## src/rtl/pwroff_seq_pkg.sv

```systemverilog
package pwroff_seq_pkg;

  typedef enum logic [1:0] {
    ST_OFF   = 2'd0,
    ST_ON    = 2'd1,
    ST_ENTER = 2'd2,
    ST_WAIT  = 2'd3
  } seqState_t;

  // strobes from control to datapath
  typedef struct packed {
    logic startSeq;   // point at the top position
    logic loadPos;    // load member delays, restart stall timer
    logic decPos;     // step to the next lower position
    logic runTimers;  // count delays and stall timer on ticks
    logic dropAll;    // clear every enable
    logic raiseAll;   // set every enable
  } seqStrobe_t;

  // stall timer scale, in units
  function automatic int unsigned sttScale(input logic [1:0] sel);
    case (sel)
      2'd1:    return 1;
      2'd2:    return 2;
      2'd3:    return 4;
      default: return 0;
    endcase
  endfunction

endpackage

```

## src/rtl/pwroff_seq_datapath.sv

```systemverilog
module pwroff_seq_datapath
  import pwroff_seq_pkg::*;
#(
  parameter int NUM_CH       = 8,
  parameter int NUM_POS      = 8,
  parameter int DLY_W        = 10,
  parameter int CLK_PER_TICK = 250000,
  parameter int STT_UNIT     = 100,
  localparam int POS_W       = (NUM_POS > 1) ? $clog2(NUM_POS) : 1
) (
  input  logic                      clk,
  input  logic                      rstN,
  input  seqStrobe_t                strobe,
  input  logic [NUM_CH*POS_W-1:0]   chPosFlat,
  input  logic [NUM_CH*DLY_W-1:0]   chOffDlyFlat,
  input  logic [NUM_CH-1:0]         chBelowOff,
  input  logic [1:0]                sttSel,
  input  logic                      sttOffEn,
  output logic [NUM_CH-1:0]         chEnable,
  output logic                      posEmpty,
  output logic                      posClear,
  output logic                      posIsZero,
  output logic                      sttExpired
);

  localparam int TICK_W   = (CLK_PER_TICK > 1) ? $clog2(CLK_PER_TICK) : 1;
  localparam int STT_MAX  = 4 * STT_UNIT;
  localparam int TMR_W    = $clog2(STT_MAX + 1);

  // prescaled time base
  logic [TICK_W-1:0] tickCnt;
  logic              tick;

  assign tick = (tickCnt == TICK_W'(CLK_PER_TICK - 1));

  always_ff @(posedge clk or negedge rstN) begin
    if (!rstN)     tickCnt <= '0;
    else if (tick) tickCnt <= '0;
    else           tickCnt <= tickCnt + 1'b1;
  end

  // position pointer
  logic [POS_W-1:0] curPos;

  always_ff @(posedge clk or negedge rstN) begin
    if (!rstN)                curPos <= '0;
    else if (strobe.startSeq) curPos <= POS_W'(NUM_POS - 1);
    else if (strobe.decPos)   curPos <= curPos - 1'b1;
  end

  assign posIsZero = (curPos == '0);

  // per-channel delay and enable
  logic [NUM_CH-1:0] inPos;
  logic [NUM_CH-1:0] chSettled;
  logic [NUM_CH-1:0] enableQ;
  logic [DLY_W-1:0]  dlyCnt [NUM_CH];

  for (genvar g = 0; g < NUM_CH; g++) begin : gCh
    logic [POS_W-1:0] myPos;
    logic [DLY_W-1:0] myDly;
    logic             dlyZero;

    assign myPos   = chPosFlat[g*POS_W +: POS_W];
    assign myDly   = chOffDlyFlat[g*DLY_W +: DLY_W];
    assign inPos[g] = (myPos == curPos);
    assign dlyZero = (dlyCnt[g] == '0);

    always_ff @(posedge clk or negedge rstN) begin
      if (!rstN)                                 dlyCnt[g] <= '0;
      else if (strobe.loadPos)                   dlyCnt[g] <= myDly;
      else if (strobe.runTimers && tick && !dlyZero) dlyCnt[g] <= dlyCnt[g] - 1'b1;
    end

    always_ff @(posedge clk or negedge rstN) begin
      if (!rstN)                                         enableQ[g] <= 1'b0;
      else if (strobe.raiseAll)                          enableQ[g] <= 1'b1;
      else if (strobe.dropAll)                           enableQ[g] <= 1'b0;
      else if (strobe.runTimers && inPos[g] && dlyZero)  enableQ[g] <= 1'b0;
    end

    assign chSettled[g] = !inPos[g] || (!enableQ[g] && chBelowOff[g]);

    AST_DROP_OWN_POS: assert property (@(posedge clk) disable iff (!rstN)
      $fell(enableQ[g]) |-> ($past(strobe.dropAll) || $past(inPos[g])))
      else $error("enable dropped outside its position");

    AST_DROP_AFTER_DELAY: assert property (@(posedge clk) disable iff (!rstN)
      ($fell(enableQ[g]) && !$past(strobe.dropAll)) |-> ($past(dlyCnt[g]) == '0))
      else $error("enable dropped before delay elapsed");
  end

  assign chEnable = enableQ;
  assign posEmpty = ~|inPos;
  assign posClear = &chSettled;

  // stall timer
  logic [TMR_W-1:0] sttCnt;
  logic [TMR_W-1:0] sttLimit;
  logic             sttArmed;

  assign sttLimit   = TMR_W'(STT_UNIT * sttScale(sttSel));
  assign sttArmed   = sttOffEn && (sttSel != 2'd0);
  assign sttExpired = sttArmed && (sttCnt >= sttLimit);

  always_ff @(posedge clk or negedge rstN) begin
    if (!rstN)                                          sttCnt <= '0;
    else if (strobe.loadPos)                            sttCnt <= '0;
    else if (strobe.runTimers && tick && sttCnt < sttLimit) sttCnt <= sttCnt + 1'b1;
  end

  AST_POS_STEP_DOWN: assert property (@(posedge clk) disable iff (!rstN)
    (curPos != $past(curPos)) |-> ($past(strobe.startSeq) || (curPos == $past(curPos) - 1'b1)))
    else $error("position moved other than one step down");

  AST_ADVANCE_GATED: assert property (@(posedge clk) disable iff (!rstN)
    (strobe.decPos && !posEmpty) |-> posClear)
    else $error("advanced with an unsettled channel");

  AST_STT_BOUND: assert property (@(posedge clk) disable iff (!rstN)
    sttCnt <= TMR_W'(STT_MAX))
    else $error("stall timer beyond largest limit");

endmodule

```

## src/rtl/pwroff_seq_ctrl.sv

```systemverilog
module pwroff_seq_ctrl
  import pwroff_seq_pkg::*;
(
  input  logic       clk,
  input  logic       rstN,
  input  logic       pwrOnReq,
  input  logic       swOffCmd,
  input  logic       anyFault,
  input  logic       forceOff,
  input  logic       posEmpty,
  input  logic       posClear,
  input  logic       posIsZero,
  input  logic       sttExpired,
  output seqStrobe_t strobe,
  output logic       rstOutN,
  output logic       healthy,
  output logic       seqDone,
  output logic       seqAbort
);

  seqState_t state, nextState;
  logic      pwrOnPrev;
  logic      pwrOnRise;
  logic      finish;
  logic      abortSet;

  assign pwrOnRise = pwrOnReq && !pwrOnPrev;

  always_ff @(posedge clk or negedge rstN) begin
    if (!rstN) pwrOnPrev <= 1'b0;
    else       pwrOnPrev <= pwrOnReq;
  end

  always_comb begin
    nextState = state;
    strobe    = '0;
    finish    = 1'b0;
    abortSet  = 1'b0;
    case (state)
      ST_OFF: begin
        if (pwrOnRise) begin
          strobe.raiseAll = 1'b1;
          nextState       = ST_ON;
        end
      end
      ST_ON: begin
        if (forceOff) begin
          strobe.dropAll = 1'b1;
          nextState      = ST_OFF;
        end else if (!pwrOnReq || swOffCmd || anyFault) begin
          strobe.startSeq = 1'b1;
          nextState       = ST_ENTER;
        end
      end
      ST_ENTER: begin
        strobe.loadPos = 1'b1;
        if (!posEmpty) begin
          nextState = ST_WAIT;
        end else if (posIsZero) begin
          finish    = 1'b1;
          nextState = ST_OFF;
        end else begin
          strobe.decPos = 1'b1;
        end
      end
      ST_WAIT: begin
        strobe.runTimers = 1'b1;
        if (posClear) begin
          if (posIsZero) begin
            finish    = 1'b1;
            nextState = ST_OFF;
          end else begin
            strobe.decPos = 1'b1;
            nextState     = ST_ENTER;
          end
        end else if (sttExpired) begin
          strobe.dropAll = 1'b1;
          abortSet       = 1'b1;
          nextState      = ST_OFF;
        end
      end
      default: nextState = ST_OFF;
    endcase
  end

  always_ff @(posedge clk or negedge rstN) begin
    if (!rstN) state <= ST_OFF;
    else       state <= nextState;
  end

  always_ff @(posedge clk or negedge rstN) begin
    if (!rstN)                                  seqDone <= 1'b0;
    else if (finish)                            seqDone <= 1'b1;
    else if (strobe.raiseAll || strobe.startSeq) seqDone <= 1'b0;
  end

  always_ff @(posedge clk or negedge rstN) begin
    if (!rstN)                seqAbort <= 1'b0;
    else if (abortSet)        seqAbort <= 1'b1;
    else if (strobe.startSeq) seqAbort <= 1'b0;
  end

  assign rstOutN = (state == ST_ON);
  assign healthy = (state == ST_ON);

  AST_DONE_ABORT_EXCL: assert property (@(posedge clk) disable iff (!rstN)
    !(seqDone && seqAbort))
    else $error("done and abort both set");

  AST_ABORT_STICKY: assert property (@(posedge clk) disable iff (!rstN)
    $fell(seqAbort) |-> $past(state == ST_ON))
    else $error("abort cleared other than at a sequence start");

endmodule

```

## src/rtl/pwroff_cascade_seq.sv

```systemverilog
module pwroff_cascade_seq
  import pwroff_seq_pkg::*;
#(
  parameter int NUM_CH       = 8,
  parameter int NUM_POS      = 8,
  parameter int DLY_W        = 10,
  parameter int CLK_PER_TICK = 250000,
  parameter int STT_UNIT     = 100,
  localparam int POS_W       = (NUM_POS > 1) ? $clog2(NUM_POS) : 1
) (
  input  logic                    clk,
  input  logic                    rstN,
  input  logic                    pwrOnReq,
  input  logic                    swOffCmd,
  input  logic                    forceOff,
  input  logic [NUM_CH-1:0]       chFault,
  input  logic [NUM_CH-1:0]       chBelowOff,
  input  logic [NUM_CH*POS_W-1:0] chPosFlat,
  input  logic [NUM_CH*DLY_W-1:0] chOffDlyFlat,
  input  logic [1:0]              sttSel,
  input  logic                    sttOffEn,
  output logic [NUM_CH-1:0]       chEnable,
  output logic                    rstOutN,
  output logic                    healthy,
  output logic                    seqDone,
  output logic                    seqAbort
);

  seqStrobe_t strobe;
  logic       posEmpty;
  logic       posClear;
  logic       posIsZero;
  logic       sttExpired;

  pwroff_seq_ctrl u_ctrl (
    .clk        (clk),
    .rstN       (rstN),
    .pwrOnReq   (pwrOnReq),
    .swOffCmd   (swOffCmd),
    .anyFault   (|chFault),
    .forceOff   (forceOff),
    .posEmpty   (posEmpty),
    .posClear   (posClear),
    .posIsZero  (posIsZero),
    .sttExpired (sttExpired),
    .strobe     (strobe),
    .rstOutN    (rstOutN),
    .healthy    (healthy),
    .seqDone    (seqDone),
    .seqAbort   (seqAbort)
  );

  pwroff_seq_datapath #(
    .NUM_CH       (NUM_CH),
    .NUM_POS      (NUM_POS),
    .DLY_W        (DLY_W),
    .CLK_PER_TICK (CLK_PER_TICK),
    .STT_UNIT     (STT_UNIT)
  ) u_dp (
    .clk          (clk),
    .rstN         (rstN),
    .strobe       (strobe),
    .chPosFlat    (chPosFlat),
    .chOffDlyFlat (chOffDlyFlat),
    .chBelowOff   (chBelowOff),
    .sttSel       (sttSel),
    .sttOffEn     (sttOffEn),
    .chEnable     (chEnable),
    .posEmpty     (posEmpty),
    .posClear     (posClear),
    .posIsZero    (posIsZero),
    .sttExpired   (sttExpired)
  );

  AST_ABORT_ALL_OFF: assert property (@(posedge clk) disable iff (!rstN)
    $rose(seqAbort) |-> (chEnable == '0))
    else $error("abort with an enable still high");

  AST_DONE_ALL_OFF: assert property (@(posedge clk) disable iff (!rstN)
    seqDone |-> (chEnable == '0))
    else $error("done with an enable still high");

endmodule

```

## config.mk

```make
export PLATFORM = sky130hd
export DESIGN_NAME = pwroff_cascade_seq
export DESIGN_NICKNAME = d
export VERILOG_FILES = /design/src/rtl/pwroff_seq_pkg.sv /design/src/rtl/pwroff_seq_datapath.sv /design/src/rtl/pwroff_seq_ctrl.sv /design/src/rtl/pwroff_cascade_seq.sv
export SDC_FILE = /design/constraint.sdc
export NUM_CORES = 1
export LEC_CHECK = 0
export ABC_AREA = 1
export BUFFER_PORTS_ARGS = -buffer_cell sky130_fd_sc_hd__clkbuf_2
export CORE_MARGIN = 2
export CORE_UTILIZATION = 43
export CTS_CLUSTER_DIAMETER = 150
export DETAILED_ROUTE_END_ITERATION = 10
export PLACE_DENSITY_LB_ADDON = 0.2
export SLEW_MARGIN = 15
export SYNTH_ARGS = -nofsm -noshare
export SYNTH_HDL_FRONTEND = slang
export SYNTH_SLANG_ARGS = --single-unit
```

## constraint.sdc

```tcl
create_clock -name clk -period 2.6 [get_ports clk]
set_clock_uncertainty 0.05 [all_clocks]
set_input_delay 0.13 -clock clk [delete_from_list [all_inputs] [get_ports clk]]
set_output_delay 0.13 -clock clk [all_outputs]
set_load 0.05 [all_outputs]
```

Word-level counts from Yosys, hierarchy flattened
Index checks and enable logic that the tools add are counted.
Widths: inputs -> output; s select.
- add/subtract/negate cells: 11
- mux-type cells: 79
- order comparisons: 2
- equality and inequality tests: 19
- $mul: 1
- reduce and logical (&&, ||, !) cells: 109
- operator list (cell ; number):
    $mux 10 ; 16
    $logic_not 10->1 ; 8
    $sub 10x1->10 const B ; 8
    $mux 1 ; 45
    $logic_and 1x1->1 ; 37
    $mul 5x32->7 const A ; 1
    $logic_not 1->1 ; 26
    $reduce_bool 2->1 ; 13
    $eq 3x3->1 ; 8
    $reduce_bool 3->1 ; 8
    $add 18x1->18 const B ; 1
    $eq 18x18->1 const B ; 1
    $mux 18 ; 1
    $mux 9 ; 2
    $mux 2 ; 8
    $reduce_or 8->1 ; 2
    $logic_or 1x1->1 ; 11
    $add 9x1->9 const B ; 1
    $ge 9x9->1 ; 1
    $lt 9x9->1 ; 1
    $pmux 3 s3 ; 1
    $eq 2x2->1 const B ; 4
    $pmux 2 s4 ; 1
    $reduce_and 8->1 ; 1
    10 further kinds ; 15
- word-level logic and storage cells: 244
- output and inout bits: 12
- bits of input ports: 128
- register bits after elaboration: 123

Longest topological paths before layout
- depth in word-level cells: 10
- depth in mapped cells: 15
- depth with buffers taken out: 15

By module
From an unflattened synthesis, not the netlist that was laid out.
- cell total of the unflattened synthesis: 1428
- area total of the unflattened synthesis: 9238.9 µm²
- modules (own cells, without submodules) (module ; seq. area each (µm²) ; cells each ; area an instance (µm²) ; instances):
    pwroff_seq_datapath ; 2952.8 ; 1354 ; 8798.4 ; 1
    pwroff_seq_ctrl ; 125.1 ; 59 ; 384.1 ; 1
    pwroff_cascade_seq ; 0.0 ; 15 ; 56.3 ; 1

Worst setup path before layout
Ideal clock, no wire load.
- path kind: register -> register
- start: register u_ctrl.state[1]
- end: register u_ctrl.state[1]
- setup slack: 0.589 ns
- data required time: 2.485 ns
- period minus slack after synthesis: 2.011 ns
- path buffers: 0
- arrival: 1.896 ns
- setup time: 0.065 ns
- cell stages (with the launch flop): 12
- path through: dfrtp_1 -> nor2_1 -> inv_1 -> nor2_1 -> inv_1 -> o21ai_0 -> inv_1 -> nand2_1 -> inv_1 -> nand2_1 -> nand2_1 -> nand2_1
- cells in the longest elaborated chain, start to end: 3
- elaborated cells between the ends (all ways): 10
- those cells by class: eq/ne: 7; mux: 1; reduce/logical: 2
- ends and longest elaborated chain (item ; line ; text):
    from (decl) ; pwroff_seq_ctrl.sv:21 ; seqState_t state, nextState;
    from (signal assigned) ; pwroff_seq_ctrl.sv:88 ; else state <= nextState;
    $eq 2x1->1 (*) ; n/a ;
    via healthy ; pwroff_cascade_seq.sv:24 ; output logic healthy,
    $ne 3x2->1 (no source line) ; n/a ;
    $reduce_and 4->1 (no source line) ; n/a ;
Mark *: on every way through the listed nets, which the timed path passes. The rest lies on a longest branch.
A chain may end at the register's enable or synchronous reset.

Worst setup path after layout
- start: register u_dp.tickCnt[0]
- end: register u_dp.dlyCnt[38] in the netlist's numbering
- cells in the longest elaborated chain, start to end: 4
- ends and longest elaborated chain (item ; line ; text):
    from (decl) ; pwroff_seq_datapath.sv:31 ; logic [TICK_W-1:0] tickCnt;
    from (signal assigned) ; pwroff_seq_datapath.sv:39 ; else tickCnt <= tickCnt + 1'b1;
    $eq 18x18->1 ; pwroff_seq_datapath.sv:34 ; assign tick = (tickCnt == TICK_W'(CLK_PER_TICK - 1));
    $logic_and 1x1->1 (2 in series) ; pwroff_seq_datapath.sv:72 ; else if (strobe.runTimers && tick && !dlyZero) dlyCnt[g] <= dlyCnt[g] - 1'b1;
    $reduce_bool 2->1 (no source line) ; n/a ;
    to (signal, indexed assignment) ; pwroff_seq_datapath.sv:71 ; else if (strobe.loadPos) dlyCnt[g] <= myDly;
    to (signal, indexed assignment) ; pwroff_seq_datapath.sv:72 ;
    to (decl) ; pwroff_seq_datapath.sv:57 ; logic [DLY_W-1:0] dlyCnt [NUM_CH];
Every way passes these cells.

==> impl_metrics.toml <==
[status]
status = "finished clean"

[sta]
relSlewSlack_pct = 49.9
drv_slew = 0
hold_ws_ns = 0.0153
fin_crit_ns = 2.29
tightest_slew_ns = 0.751
hold_viol_final = 0
fin_ws_ns = 0.313
fin_crit_sh_pct = 88.0
rsz0062_at_grt = "false"
fmax_mhz = 437
finalSetupViolCount = 0
timing.setup.tns_ns = 0

[pwr]
p_sw_w = 0.00490
pwr-share-seq_pct = 30.1
p_int_w = 0.00608
comb_power_share_pct = 48.6
power_leakage_nw = 5.97
power.density_mw_per_mm2 = 1010
clock_power_share_pct = 21.4
p_sw_share_pct = 44.6
ir_worst_vdd_mv = 0.548

[clock_tree]
root_buffer = "clkbuf_16"
cts.sinks = 123
cts_inserted_buffers = 17
clkLatencyLatePin_ns = 0.42
htree_levels = 4
clk_pin_slew_worst_paths_ns = 0.06
clock_path_buffers = 2
cts_tree = "yes"

[floorplanning]
initial_core_util_pct = 44.0
io_pins = 140
core-area_sq_mm = 0.0196
rows = 51
dieArea_sq_mm = 0.0212
fp.dieW_um = 146
die_h_um = 146

[final_layout]
mostFrequentLayoutCells = "491 x nand2_1, 154 x inv_1, 148 x nand3_1"
final_core_util_pct = 55.5
final_common_cell = "nand2_1"
fin_nets = 1673
drive_gt1_share_pct = 13.9
syn_to_final_growth_pct = 26.2
antennaDiodeCount = 0

[yosys]
synth_nets = 1473
yosys_warnings = 0
yosysTopAreaCellShare_pct = 35.7
avgSynthCellArea_sq_um = 6.53
synth_seq_cells = 123
yosysTopAreaCell = "dfrtp_1"
synth_area_leaders = "dfrtp_1 36%, nand2_1 21%, nand3_1 8.6%"
yosysSeqAreaShare_pct = 35.7
yosysUniqueCellTypes = 32
synth_area_sq_mm = 0.00862
syn_inst = 1320

[routing]
ant_nets = 0
drt-pass1-iter-count = 5
dr_wl_met2_um = 9940
via_count = 8749
drcViolationCount = 0
drt-met1-wl_um = 11100
top_layer = "met4"
via_per_inst = 4.87
dr_wl_met3_um = 1000
routed_wl_um = 22400
drt-initial-drc-count = 432
wire_per_inst_um = 12.4

[grt]
antenna_found_initial = 0
grt_pass1_wl_um = 38200
grt_pass1_vias = 8190
grt_max_degree = 105
grt_overflow = 0
grt_usage_pct = 21.7

[placement]
place_ws_ns = 0.359
port_buffers = 139
hpwl_um = 15800
place.gp.congestion = 0.828

[worst_setup_path]
r2r-start = "u_dp.tickCnt[0]"
crit_fanout = 10
worstPathArrival_ns = 2.60
crit_start = "u_dp.tickCnt[0]"
cpPeakStageDelay_ns = 0.46
crit_required_ns = 2.91
crit_family = "simple AND/OR/NAND/NOR gates"
cp-start-kind = "flop"
crit_buf_inv = 1
crit_chain = "ha_1 -> nand3_1 -> inv_1 -> nand4_2 -> nor2_4 -> nand2_2 -> nand2_2 -> nand2_1 -> nand2_1"
cp-end-kind = "flop"
critPathKind = "reg -> reg"
crit_slowest_cell = "nor2_4"

[run]
max_cap_violations = 0

[worst_hold_path]
hp-start = "chOffDlyFlat[63]"
hp-class = "in -> reg"
cell type report:
cell class	instances	area, sq um
repair buffers	217	1510
well taps	265	332
fillers	1913	8710
multi-input cells	1002	4780
clock buffers	24	492
clock inverters	8	90.1
inverters	159	599
flip-flops and latches	123	3080
worst register-to-register path, stage by stage (launching register included):
cell and delay, ns:
dfrtp_1 0.38, ha_1 0.20, nand3_1 0.13, inv_1 0.13, nand4_2 0.23, nor2_4 0.46
nand2_2 0.26, nand2_2 0.25, nand2_1 0.08, nand2_1 0.07
cell usage after synthesis:
library cell and number:
or2_2 5, nor4_2 3, a21oi_1 29, nand3b_1 8
buf_4 3, nand2_2 4, xor2_1 19, inv_2 2
nand4_1 27, a21o_1 1, nor2_4 2, inv_1 155
nand2_4 10, o21ai_1 2, nor3_1 17, nand4_2 1
clkinv_1 2, buf_8 1, nor4_1 1, clkbuf_1 13
nor2_1 125, nand2_1 491, nand3_1 148, a31o_2 1
nand3_2 1, xnor2_1 21, buf_1 9, dfrtp_1 123
buf_2 10, o21ai_0 54, ha_1 25, a31oi_1 7
power by group through the flow:
| stage | clock (W) | sequential [W] | combinational, W |
|---|---|---|---|
| floorplan | 0 | 0.00332 | 0.00398 |
| global placement | 0 | 0.00329 | 0.00516 |
| detailed placement | 0 | 0.00330 | 0.00525 |
| CTS | 0.00239 | 0.00329 | 0.00535 |
| global route | 0.00249 | 0.00341 | 0.00621 |
| finish | 0.00235 | 0.00330 | 0.00534 |
cell families (layout without fill, tap and decap cells):
| family | Yosys count | in the layout | share of synthesized area (%) |
|---|---|---|---|
| AO/OA/AOI/OAI | 94 | 94 | 5.63 |
| XOR/XNOR | 40 | 40 | 4.07 |
| adder cells (fa/ha/maj) | 25 | 25 | 3.63 |
| buffers and inverters | 195 | 408 | 8.90 |
| flip-flops | 123 | 123 | 35.7 |
| AND/OR/NAND/NOR | 843 | 843 | 42.1 |
worst paths after layout:
kind | to | slack [ns] | cells past startpoint
max in group asynchronous | u_dp.dlyCnt[39] | 1.59 | 3
min reg2reg | u_dp.tickCnt[0] | 0.43 | 1
min in group asynchronous | u_dp.dlyCnt[51] | 0.22 | 2
min | u_dp.dlyCnt[13] | 0.02 | 5
max reg2reg | u_dp.dlyCnt[38] | 0.31 | 9
max | u_dp.dlyCnt[38] | 0.31 | 9
metrics by stage:
step,area (sq um),total power (W),cells
2_1_floorplan,8620,0.00730,1320
3_3_place_gp,9660,0.00845,1702
3_5_place_dp,9660,0.00856,1702
4_1_cts,10900,0.0110,1798
5_1_grt,10900,0.0121,1798
6_report,10900,0.0110,1798
per-layer routing:
layer / vias up / track usage [%]
li1: 4571 / -
met3: 26 / 3.79
met2: 197 / 34.2
met1: 3955 / 30.8
met4: 0 / 5.78
met5: - / 0
sequential cells by signal, indices dropped and copies added (netlist names):
| register | cells |
|---|---|
| u_ctrl.seqDone | 1 |
| u_ctrl.pwrOnPrev | 1 |
| u_ctrl.seqAbort | 1 |
| u_dp.chEnable | 8 |
| u_dp.dlyCnt | 80 |
| u_ctrl.state | 2 |
| u_dp.curPos | 3 |
| u_dp.tickCnt | 18 |
| u_dp.sttCnt | 9 |
timing repair:
item | in CTS | in global routing
hold buffers | 64 | 0
resized for setup | 0 | 0
hold endpoints to repair | 105 | 0
buffers inserted | 0 | 0
(Power assumes the default switching activity.)
